## config.mk

```make
export PLATFORM = sky130hd
export DESIGN_NAME = asram_ctrl
export DESIGN_NICKNAME = d
export VERILOG_FILES = /design/src/rtl/asram_pkg.sv /design/src/rtl/asram_phase_timer.sv /design/src/rtl/asram_seq.sv /design/src/rtl/asram_pins.sv /design/src/rtl/asram_ctrl.sv
export SDC_FILE = /design/constraint.sdc
export NUM_CORES = 1
export LEC_CHECK = 0
export CAP_MARGIN = 10
export CORE_AREA = 2 2 51 100
export CTS_BUF_LIST = sky130_fd_sc_hd__clkbuf_2 sky130_fd_sc_hd__clkbuf_4 sky130_fd_sc_hd__clkbuf_8
export DETAILED_ROUTE_END_ITERATION = 12
export DIE_AREA = 0 0 53 102
export PLACE_DENSITY = 0.75
export REMOVE_ABC_BUFFERS = 1
export SLEW_MARGIN = 40
export SYNTH_ARGS = -nofsm -noshare
export SYNTH_HDL_FRONTEND = slang
export SYNTH_HIERARCHICAL = 1
export SYNTH_SLANG_ARGS = --single-unit
export TNS_END_PERCENT = 10
```

## constraint.sdc

```tcl
create_clock -name clk -period 1.7 [get_ports clk]
set_input_delay 0.34 -clock clk [delete_from_list [all_inputs] [get_ports clk]]
set_output_delay 0.34 -clock clk [all_outputs]
set_load 0.005 [all_outputs]
```

## src/rtl/asram_pkg.sv

```systemverilog
package asram_pkg;

    typedef enum logic [2:0] {
        PH_IDLE,
        PH_RD_ACC,
        PH_RD_FLT,
        PH_WR_FLT,
        PH_WR_DRV,
        PH_WR_END
    } phase_e;

    typedef struct packed {
        logic ce_n;
        logic oe_n;
        logic we_n;
        logic drv;
    } strobe_t;

    // Interval in picoseconds to whole clocks, never fewer than one
    function automatic int unsigned cyc_ceil(input int unsigned t_ps,
                                             input int unsigned clk_ps);
        int unsigned c;
        c = (t_ps + clk_ps - 1) / clk_ps;
        return (c < 1) ? 1 : c;
    endfunction

    function automatic int unsigned max2(input int unsigned a,
                                         input int unsigned b);
        return (a > b) ? a : b;
    endfunction

    // Pin levels that belong to each phase
    function automatic strobe_t strobes_for(input phase_e ph);
        strobe_t s;
        s = '{ce_n: 1'b1, oe_n: 1'b1, we_n: 1'b1, drv: 1'b0};
        case (ph)
            PH_RD_ACC: begin
                s.ce_n = 1'b0;
                s.oe_n = 1'b0;
            end
            PH_WR_FLT: begin
                s.ce_n = 1'b0;
                s.we_n = 1'b0;
            end
            PH_WR_DRV: begin
                s.ce_n = 1'b0;
                s.we_n = 1'b0;
                s.drv  = 1'b1;
            end
            default: ;
        endcase
        return s;
    endfunction

endpackage

```

## src/rtl/asram_phase_timer.sv

```systemverilog
module asram_phase_timer #(
    parameter int unsigned CNT_W = 2
) (
    input  logic             clk,
    input  logic             rst,
    input  logic             load,
    input  logic [CNT_W-1:0] load_val,
    output logic             expired
);

    logic [CNT_W-1:0] cnt_q;

    always_ff @(posedge clk) begin
        if (rst) begin
            cnt_q <= '0;
        end else if (load) begin
            cnt_q <= load_val;
        end else if (cnt_q != '0) begin
            cnt_q <= cnt_q - 1'b1;
        end
    end

    assign expired = (cnt_q == '0);

endmodule

```

## src/rtl/asram_seq.sv

```systemverilog
module asram_seq
    import asram_pkg::*;
#(
    parameter int unsigned CNT_W = 2,
    parameter int unsigned N_RD  = 3,
    parameter int unsigned N_OHZ = 1,
    parameter int unsigned N_WHZ = 1,
    parameter int unsigned N_DRV = 2
) (
    input  logic             clk,
    input  logic             rst,
    input  logic             req_valid,
    input  logic             req_write,
    input  logic             expired,
    output logic             req_ready,
    output logic             accept,
    output logic             capture,
    output logic             ack_set,
    output logic             load,
    output logic [CNT_W-1:0] load_val,
    output phase_e           ph_nxt
);

    localparam logic [CNT_W-1:0] LD_RD  = CNT_W'(N_RD - 1);
    localparam logic [CNT_W-1:0] LD_OHZ = CNT_W'(N_OHZ - 1);
    localparam logic [CNT_W-1:0] LD_WHZ = CNT_W'(N_WHZ - 1);
    localparam logic [CNT_W-1:0] LD_DRV = CNT_W'(N_DRV - 1);

    phase_e ph_q;

    always_ff @(posedge clk) begin
        if (rst) ph_q <= PH_IDLE;
        else     ph_q <= ph_nxt;
    end

    assign req_ready = (ph_q == PH_IDLE);
    assign accept    = req_ready && req_valid;

    always_comb begin
        ph_nxt   = ph_q;
        load     = 1'b0;
        load_val = '0;
        capture  = 1'b0;
        ack_set  = 1'b0;
        case (ph_q)
            PH_IDLE: begin
                if (req_valid) begin
                    load = 1'b1;
                    if (req_write) begin
                        ph_nxt   = PH_WR_FLT;
                        load_val = LD_WHZ;
                    end else begin
                        ph_nxt   = PH_RD_ACC;
                        load_val = LD_RD;
                    end
                end
            end
            PH_RD_ACC: begin
                if (expired) begin
                    ph_nxt   = PH_RD_FLT;
                    load     = 1'b1;
                    load_val = LD_OHZ;
                    capture  = 1'b1;
                    ack_set  = 1'b1;
                end
            end
            PH_RD_FLT: begin
                if (expired) ph_nxt = PH_IDLE;
            end
            PH_WR_FLT: begin
                if (expired) begin
                    ph_nxt   = PH_WR_DRV;
                    load     = 1'b1;
                    load_val = LD_DRV;
                end
            end
            PH_WR_DRV: begin
                if (expired) begin
                    ph_nxt  = PH_WR_END;
                    ack_set = 1'b1;
                end
            end
            PH_WR_END: ph_nxt = PH_IDLE;
            default:   ph_nxt = PH_IDLE;
        endcase
    end

endmodule

```

## src/rtl/asram_pins.sv

```systemverilog
module asram_pins
    import asram_pkg::*;
#(
    parameter int unsigned ADDR_W = 17,
    parameter int unsigned DATA_W = 8
) (
    input  logic              clk,
    input  logic              rst,
    input  phase_e            ph_nxt,
    input  logic              accept,
    input  logic              capture,
    input  logic              ack_set,
    input  logic [ADDR_W-1:0] req_addr,
    input  logic [DATA_W-1:0] req_wdata,
    input  logic [DATA_W-1:0] dq_in,
    output logic [ADDR_W-1:0] addr,
    output logic              ce_n,
    output logic              oe_n,
    output logic              we_n,
    output logic [DATA_W-1:0] dq_out,
    output logic              dq_oe,
    output logic              rsp_valid,
    output logic [DATA_W-1:0] rsp_rdata
);

    strobe_t nxt_s;
    strobe_t pin_q;

    assign nxt_s = strobes_for(ph_nxt);

    always_ff @(posedge clk) begin
        if (rst) begin
            pin_q     <= '{ce_n: 1'b1, oe_n: 1'b1, we_n: 1'b1, drv: 1'b0};
            rsp_valid <= 1'b0;
        end else begin
            pin_q     <= nxt_s;
            rsp_valid <= ack_set;
        end
    end

    always_ff @(posedge clk) begin
        if (rst) begin
            addr      <= '0;
            dq_out    <= '0;
            rsp_rdata <= '0;
        end else begin
            if (accept) begin
                addr   <= req_addr;
                dq_out <= req_wdata;
            end
            if (capture) rsp_rdata <= dq_in;
        end
    end

    assign ce_n  = pin_q.ce_n;
    assign oe_n  = pin_q.oe_n;
    assign we_n  = pin_q.we_n;
    assign dq_oe = pin_q.drv;

endmodule

```

## src/rtl/asram_ctrl.sv

```systemverilog
module asram_ctrl
    import asram_pkg::*;
#(
    parameter int unsigned ADDR_W   = 17,
    parameter int unsigned DATA_W   = 8,
    parameter int unsigned CLK_PS   = 4000,
    parameter int unsigned T_AA_PS  = 10000,
    parameter int unsigned T_OE_PS  = 4000,
    parameter int unsigned T_RC_PS  = 10000,
    parameter int unsigned T_OHZ_PS = 4000,
    parameter int unsigned T_WHZ_PS = 4000,
    parameter int unsigned T_WP_PS  = 7000,
    parameter int unsigned T_DW_PS  = 5000,
    parameter int unsigned T_WC_PS  = 10000
) (
    input  logic              clk,
    input  logic              rst,
    input  logic              req_valid,
    output logic              req_ready,
    input  logic              req_write,
    input  logic [ADDR_W-1:0] req_addr,
    input  logic [DATA_W-1:0] req_wdata,
    output logic              rsp_valid,
    output logic [DATA_W-1:0] rsp_rdata,
    output logic [ADDR_W-1:0] sram_addr,
    output logic              sram_ce_n,
    output logic              sram_oe_n,
    output logic              sram_we_n,
    output logic [DATA_W-1:0] sram_dq_out,
    output logic              sram_dq_oe,
    input  logic [DATA_W-1:0] sram_dq_in
);

    localparam int unsigned N_RD  = max2(max2(cyc_ceil(T_AA_PS, CLK_PS),
                                              cyc_ceil(T_OE_PS, CLK_PS)),
                                         cyc_ceil(T_RC_PS, CLK_PS));
    localparam int unsigned N_OHZ = cyc_ceil(T_OHZ_PS, CLK_PS);
    localparam int unsigned N_WHZ = cyc_ceil(T_WHZ_PS, CLK_PS);
    localparam int unsigned N_WLO = max2(cyc_ceil(T_WP_PS, CLK_PS),
                                         cyc_ceil(T_WC_PS, CLK_PS));
    localparam int unsigned N_DRV = max2(cyc_ceil(T_DW_PS, CLK_PS),
                                         (N_WLO > N_WHZ) ? (N_WLO - N_WHZ) : 1);
    localparam int unsigned N_MAX = max2(max2(N_RD, N_OHZ), max2(N_WHZ, N_DRV));
    localparam int unsigned CNT_W = $clog2(N_MAX + 1);

    logic             load;
    logic [CNT_W-1:0] load_val;
    logic             expired;
    logic             accept;
    logic             capture;
    logic             ack_set;
    phase_e           ph_nxt;

    asram_phase_timer #(.CNT_W(CNT_W)) u_timer (
        .clk      (clk),
        .rst      (rst),
        .load     (load),
        .load_val (load_val),
        .expired  (expired)
    );

    asram_seq #(
        .CNT_W (CNT_W),
        .N_RD  (N_RD),
        .N_OHZ (N_OHZ),
        .N_WHZ (N_WHZ),
        .N_DRV (N_DRV)
    ) u_seq (
        .clk       (clk),
        .rst       (rst),
        .req_valid (req_valid),
        .req_write (req_write),
        .expired   (expired),
        .req_ready (req_ready),
        .accept    (accept),
        .capture   (capture),
        .ack_set   (ack_set),
        .load      (load),
        .load_val  (load_val),
        .ph_nxt    (ph_nxt)
    );

    asram_pins #(.ADDR_W(ADDR_W), .DATA_W(DATA_W)) u_pins (
        .clk       (clk),
        .rst       (rst),
        .ph_nxt    (ph_nxt),
        .accept    (accept),
        .capture   (capture),
        .ack_set   (ack_set),
        .req_addr  (req_addr),
        .req_wdata (req_wdata),
        .dq_in     (sram_dq_in),
        .addr      (sram_addr),
        .ce_n      (sram_ce_n),
        .oe_n      (sram_oe_n),
        .we_n      (sram_we_n),
        .dq_out    (sram_dq_out),
        .dq_oe     (sram_dq_oe),
        .rsp_valid (rsp_valid),
        .rsp_rdata (rsp_rdata)
    );

endmodule

```

; ---- After elaboration in Yosys (flattened, before gate mapping)
; Index checks and enable logic that the tools add are counted.
[op_classes]
mux = 21
n_addsub = 1
eq_ne = 7
bitwise_logic = 1
n_reduce_logical = 10
[op_table]
columns = op, count
row1 = $mux W3, 5
row2 = $pmux W3 S5, 1
row3 = $mux W2, 5
row4 = $eq A3 B2 Y1 const B, 3
row5 = $mux W1, 8
row6 = $reduce_or A2 Y1, 4
row7 = $eq A3 B1 Y1 const B, 2
row8 = $eq A3 B3 Y1 const B, 2
row9 = $pmux W2 S2, 1
row10 = $reduce_bool A2 Y1, 2
row11 = $logic_not A3 Y1, 1
row12 = $reduce_or A3 Y1, 1
row13 = $logic_not A2 Y1, 1
row14 = $pmux W1 S2, 1
row15 = $sub A2 B1 Y2 const B, 1
row16 = $logic_and A1 B1 Y1, 1
row17 = $not A1 Y1, 1
[word_totals]
regBits = 43
inputBits = 37
out_inout_bits = 39

; ---- Logic depth before layout (Yosys ltp)
[logic_depth]
depth_word = 6
mapped_depth = 7

; ---- Modules after synthesis
; Netlist, hierarchy kept.
[by_module_without_submodules]
columns = mod, cells_each, n_inst, area_each_um2
row1 = asram_pins, 120, 1, 1350.0
row2 = asram_seq, 29, 1, 262.8
row3 = asram_phase_timer, 12, 1, 121.4

; ---- Worst setup path before layout
; No wires, ideal clock.
[synth_path]
path_kind = register to register
startpoint = register u_timer.cnt_q[0]
endpoint = register u_pins.pin_q (netlist bit u_pins/we_n)
stages_incl_launch_ff = 8
path_slack_ps = -6
period_less_slack_ps = 1706
t_arrival_ps = 1571
path_buffers = 0
path_cell_list = dfxtp_1 inv_1 ha_1 and3b_1 a221oi_1 nor2_1 nor4b_4 a31oi_1
[synth_between]
elab_chain_len = 6
word_cells_on_any_way = 10
classes_between = eq/ne: 2 / mux: 6 / reduce/logical: 2
[synth_lines]
columns = item, line_no
row1 = "start, declared", asram_phase_timer.sv:11  ; logic [CNT_W-1:0] cnt_q;
row2 = "start signal, assigned", asram_phase_timer.sv:17  ; cnt_q <= load_val;
row3 = "start signal, assigned", asram_phase_timer.sv:19  ; cnt_q <= cnt_q - 1'b1;
row4 = $logic_not A2 Y1 *, asram_phase_timer.sv:23  ; assign expired = (cnt_q == '0);
row5 = via expired, asram_ctrl.sv:48  ; logic expired;
row6 = "$mux W3, on equally long branches", -
row7 = $pmux W3 S5 *, asram_seq.sv:45  ; case (ph_q)
row8 = via ph_nxt[1], asram_ctrl.sv:52  ; phase_e ph_nxt;
row9 = $eq A3 B2 Y1 or $eq A3 B3 Y1 (tied branches), asram_pkg.sv:36  ; case (ph)
row10 = $reduce_or A2 Y1 (no source line) *, -
row11 = $mux W1 *, asram_pkg.sv:36
row12 = "end signal, assigned", asram_pins.sv:33  ; pin_q <= '{ce_n: 1'b1, oe_n: 1'b1, we_n: 1'b1, drv: 1'b0};
row13 = "end signal, assigned", asram_pins.sv:36  ; pin_q <= nxt_s;
row14 = "end, declared", asram_pins.sv:27  ; strobe_t pin_q;
; The timed path passes the listed nets; every way through them passes the cells marked *.
; A chain may end at the register's enable or synchronous reset.

; ---- Worst setup path after layout
[layout_path]
startpoint = register u_timer.cnt_q[1]
endpoint = register u_pins.pin_q (netlist bit u_pins/ce_n)
[layout_between]
elab_chain_len = 6
word_cells_on_any_way = 11
classes_between = eq/ne: 3 / mux: 6 / reduce/logical: 2
[layout_lines]
columns = item, line_no
row1 = $logic_not A2 Y1 *, asram_phase_timer.sv:23
row2 = via expired, asram_ctrl.sv:48
row3 = "$mux W3, on equally long branches", -
row4 = $pmux W3 S5 *, asram_seq.sv:45
row5 = via ph_nxt[0], asram_ctrl.sv:52
row6 = "$eq A3 B1 Y1, or another cell as far along", asram_pkg.sv:36
row7 = $reduce_or A3 Y1 (no source line) *, -
row8 = $mux W1 *, asram_pkg.sv:36
; Marks and branches as above.

==> flow_metrics.env <==
export IMPL_drive_gt1_frac=0.139
export IMPL_rsz0062_at_grt="false"
export IMPL_endpoint_kind="register"
export IMPL_cts_setup_buffers=0
export IMPL_portBuffers=75
export IMPL_irDropWorstVdd_mv=0.648
export IMPL_gp_congestion=0.719
export IMPL_fin_worst_skew_ns=0.00169
export IMPL_cts_buffers=5
export IMPL_viasPerCell=4.67
export IMPL_cts_tree="built"
export IMPL_diodes=0
export IMPL_htree_num_levels=2
export IMPL_hold_path_class="reg -> reg"
export IMPL_post_route_period_util=0.935
export IMPL_synth_edf_count=0
export IMPL_finalCriticalPeriod_ns=1.59
export IMPL_die_y_um=102
export IMPL_start_kind="register"
export IMPL_clk_pin_slew_ns=0.08
export IMPL_worstSetupPathType="reg -> reg"
export IMPL_die_width_um=53
export IMPL_multi_input_area_um2=781
export IMPL_synth_distinct_cells=30
export IMPL_ys_async_sr_fraction=0
export IMPL_seqPwrFrac=0.429
export IMPL_synth_ff_type="dfxtp_1"
export IMPL_dr_pass1_iters=3
export IMPL_clkSinkCount=43
export IMPL_drv_slew=0
export IMPL_ys_seq_elements=43
export IMPL_fillCellCount=420
export IMPL_start_util=0.377
export IMPL_cp_required_ns=1.87
export IMPL_stdcell_area_um2=2660
export IMPL_grt_max_degree=29
export IMPL_netlist_instances=161
export IMPL_setup_viol=0
export IMPL_nets=282
export IMPL_wl_um=3930
export IMPL_fin_util=0.579
export IMPL_route_detailed_drc=0
export IMPL_io_pins=76
export IMPL_clk_latency_ns=0.28
export IMPL_netSwitchingPower_w=0.000814
export IMPL_p_int_w=0.00204
export IMPL_hpwl_um=3000
export IMPL_grtUsageTotal=0.157
export IMPL_rows=35
export IMPL_relSlewSlack=0.599
export IMPL_fin_worst_hold_slack_ns=0.497
export IMPL_syn2layout_area_growth_pct=53.5
export IMPL_dr_total_vias=1400
export IMPL_root_buffer="clkbuf_8"
export IMPL_final_antenna_net_count=0
export IMPL_place_area_um2=2540
export IMPL_antenna_found_initial=0
export IMPL_share_comb_of_total_power=0.357
export IMPL_tightest_slew_ns=0.602
export IMPL_switching_share=0.285
export IMPL_cts_buffer_depth=2
export IMPL_die_area_um2=5410
export IMPL_cp_arrival_ns=1.76
export IMPL_first_iter_violations=2
export IMPL_grt_pass1_vias=1428
export IMPL_drt_wirelength_per_cell_um=13.1
export IMPL_final_cell_mix="clkdlybuf4s50_1, dfxtp_1, nor2_1, mux2i_1, buf_4"
export IMPL_synth_warnings=6
export IMPL_clkPwrFrac=0.214
export IMPL_fmax_mhz=629
export IMPL_grt_pass1_wl_um=6270
export IMPL_status="finished clean"
export IMPL_synth_area_um2=1730
export IMPL_ff_latch_area_um2=867
export IMPL_powerDensity_nw_per_um2=1070
export IMPL_finalHoldViolations=0
export IMPL_cap_violations=0
export IMPL_avgSynthCellArea_um2=10.8
export IMPL_layout_commonest_cell="clkdlybuf4s50_1"
export IMPL_grt_ovfl_total=0
export IMPL_p_leak_nw=1.07
export IMPL_core_area_um2=4600
export IMPL_seq_area_frac_synth=0.496
export IMPL_critical_path_max_fanout=5
[power by group through the flow]
| stage | sequential [W] | clock (W) | combinational, W |
|---|---|---|---|
| after global placement | 0.00124 | 0 | 0.000975 |
| after detailed placement | 0.00124 | 0 | 0.000994 |
| after floorplan | 0.00125 | 0 | 0.000463 |
| final | 0.00122 | 0.000610 | 0.00102 |
| after global routing | 0.00124 | 0.000688 | 0.00112 |
| after CTS | 0.00122 | 0.000646 | 0.00101 |
[critical path, cell delays in order, from the launching register on]
cell and delay, ns:
dfxtp_1 0.32, inv_1 0.08, ha_4 0.15, buf_4 0.11, nor3b_2 0.03, or3_4 0.39, nor4b_4 0.32, a21oi_1 0.07
[synth_stat cells (all sizes together) (2+ instances only)]
| cell type | instances | area share |
|---|---|---|
| nor2 | 36 | 0.078 |
| nor2b | 6 | 0.026 |
| nand2 | 3 | 0.0065 |
| nor4b | 2 | 0.027 |
| buf | 11 | 0.061 |
| a21oi | 2 | 0.0058 |
| nor3 | 4 | 0.012 |
| nand3b | 2 | 0.0087 |
| inv | 4 | 0.0087 |
| dfxtp | 43 | 0.50 |
| mux2i | 33 | 0.19 |
[routing by layer]
layer / up-vias / track usage / share of wire
met4: 0 / 0.0769 / 0.021
met1: 652 / 0.155 / 0.36
met3: 6 / 0.0278 / 0.035
met5: - / 0 / 0
li1: 700 / - / -
met2: 42 / 0.297 / 0.59
[state kept, by name (all words and copies together) (netlist names)]
signal	flops
u_pins/dq_out	8
u_pins/ce_n	1
u_pins/rsp_rdata	8
u_seq/ph_q	3
u_pins/we_n	1
u_timer/cnt_q	2
u_pins/dq_oe	1
u_pins/oe_n	1
u_pins/rsp_valid	1
u_pins/addr	17
[per-stage QoR]
| stage | std cells | worst slack, ns | TNS [ns] | total power [W] |
|---|---|---|---|---|
| after floorplan | 150 | -0.762 | -17.07 | 0.00171 |
| after global routing | 300 | 0.00584 | 0 | 0.00305 |
| final | 300 | 0.110 | 0 | 0.00285 |
| after CTS | 300 | 0.0331 | 0 | 0.00288 |
| after detailed placement | 292 | -0.252 | -3.80 | 0.00224 |
| after global placement | 292 | -0.216 | -2.26 | 0.00221 |
[cell type report]
| cell class | instances | share of cell area |
|---|---|---|
| sequential | 43 | 0.326 |
| inverter | 4 | 0.00564 |
| clock buffer | 5 | 0.0258 |
| timing repair buffer | 87 | 0.318 |
| clock inverter | 3 | 0.00564 |
| tap | 55 | 0.0258 |
| multi-input combinational | 103 | 0.293 |
[timing repair]
item / 4_1_cts / 5_1_grt
hold buffers: 0 / 0
setup endpoints to repair: 3 / 9
resized for setup: 7 / 4
pin swaps: 0 / 1
[cell families after synthesis]
kind of cell             share of synthesized area
multiplexers                                 0.190
flip-flops                                   0.496
adder cells (fa/ha/maj)                    0.00721
XOR/XNOR                                    0.0101
AND/OR/NAND/NOR                              0.193
AO/OA/AOI/OAI                               0.0325
buffers and inverters                       0.0700
[final timing paths]
kind,slack (ns),startpoint,cells past startpoint,endpoint
min,0.50,u_pins/rsp_rdata[2],2,u_pins/rsp_rdata[2]
max reg2reg,0.11,u_timer/cnt_q[1],7,u_pins/ce_n
max,0.11,u_timer/cnt_q[1],7,u_pins/ce_n
min reg2reg,0.50,u_pins/rsp_rdata[2],2,u_pins/rsp_rdata[2]
Note: power is estimated with default switching activity, not from simulation.
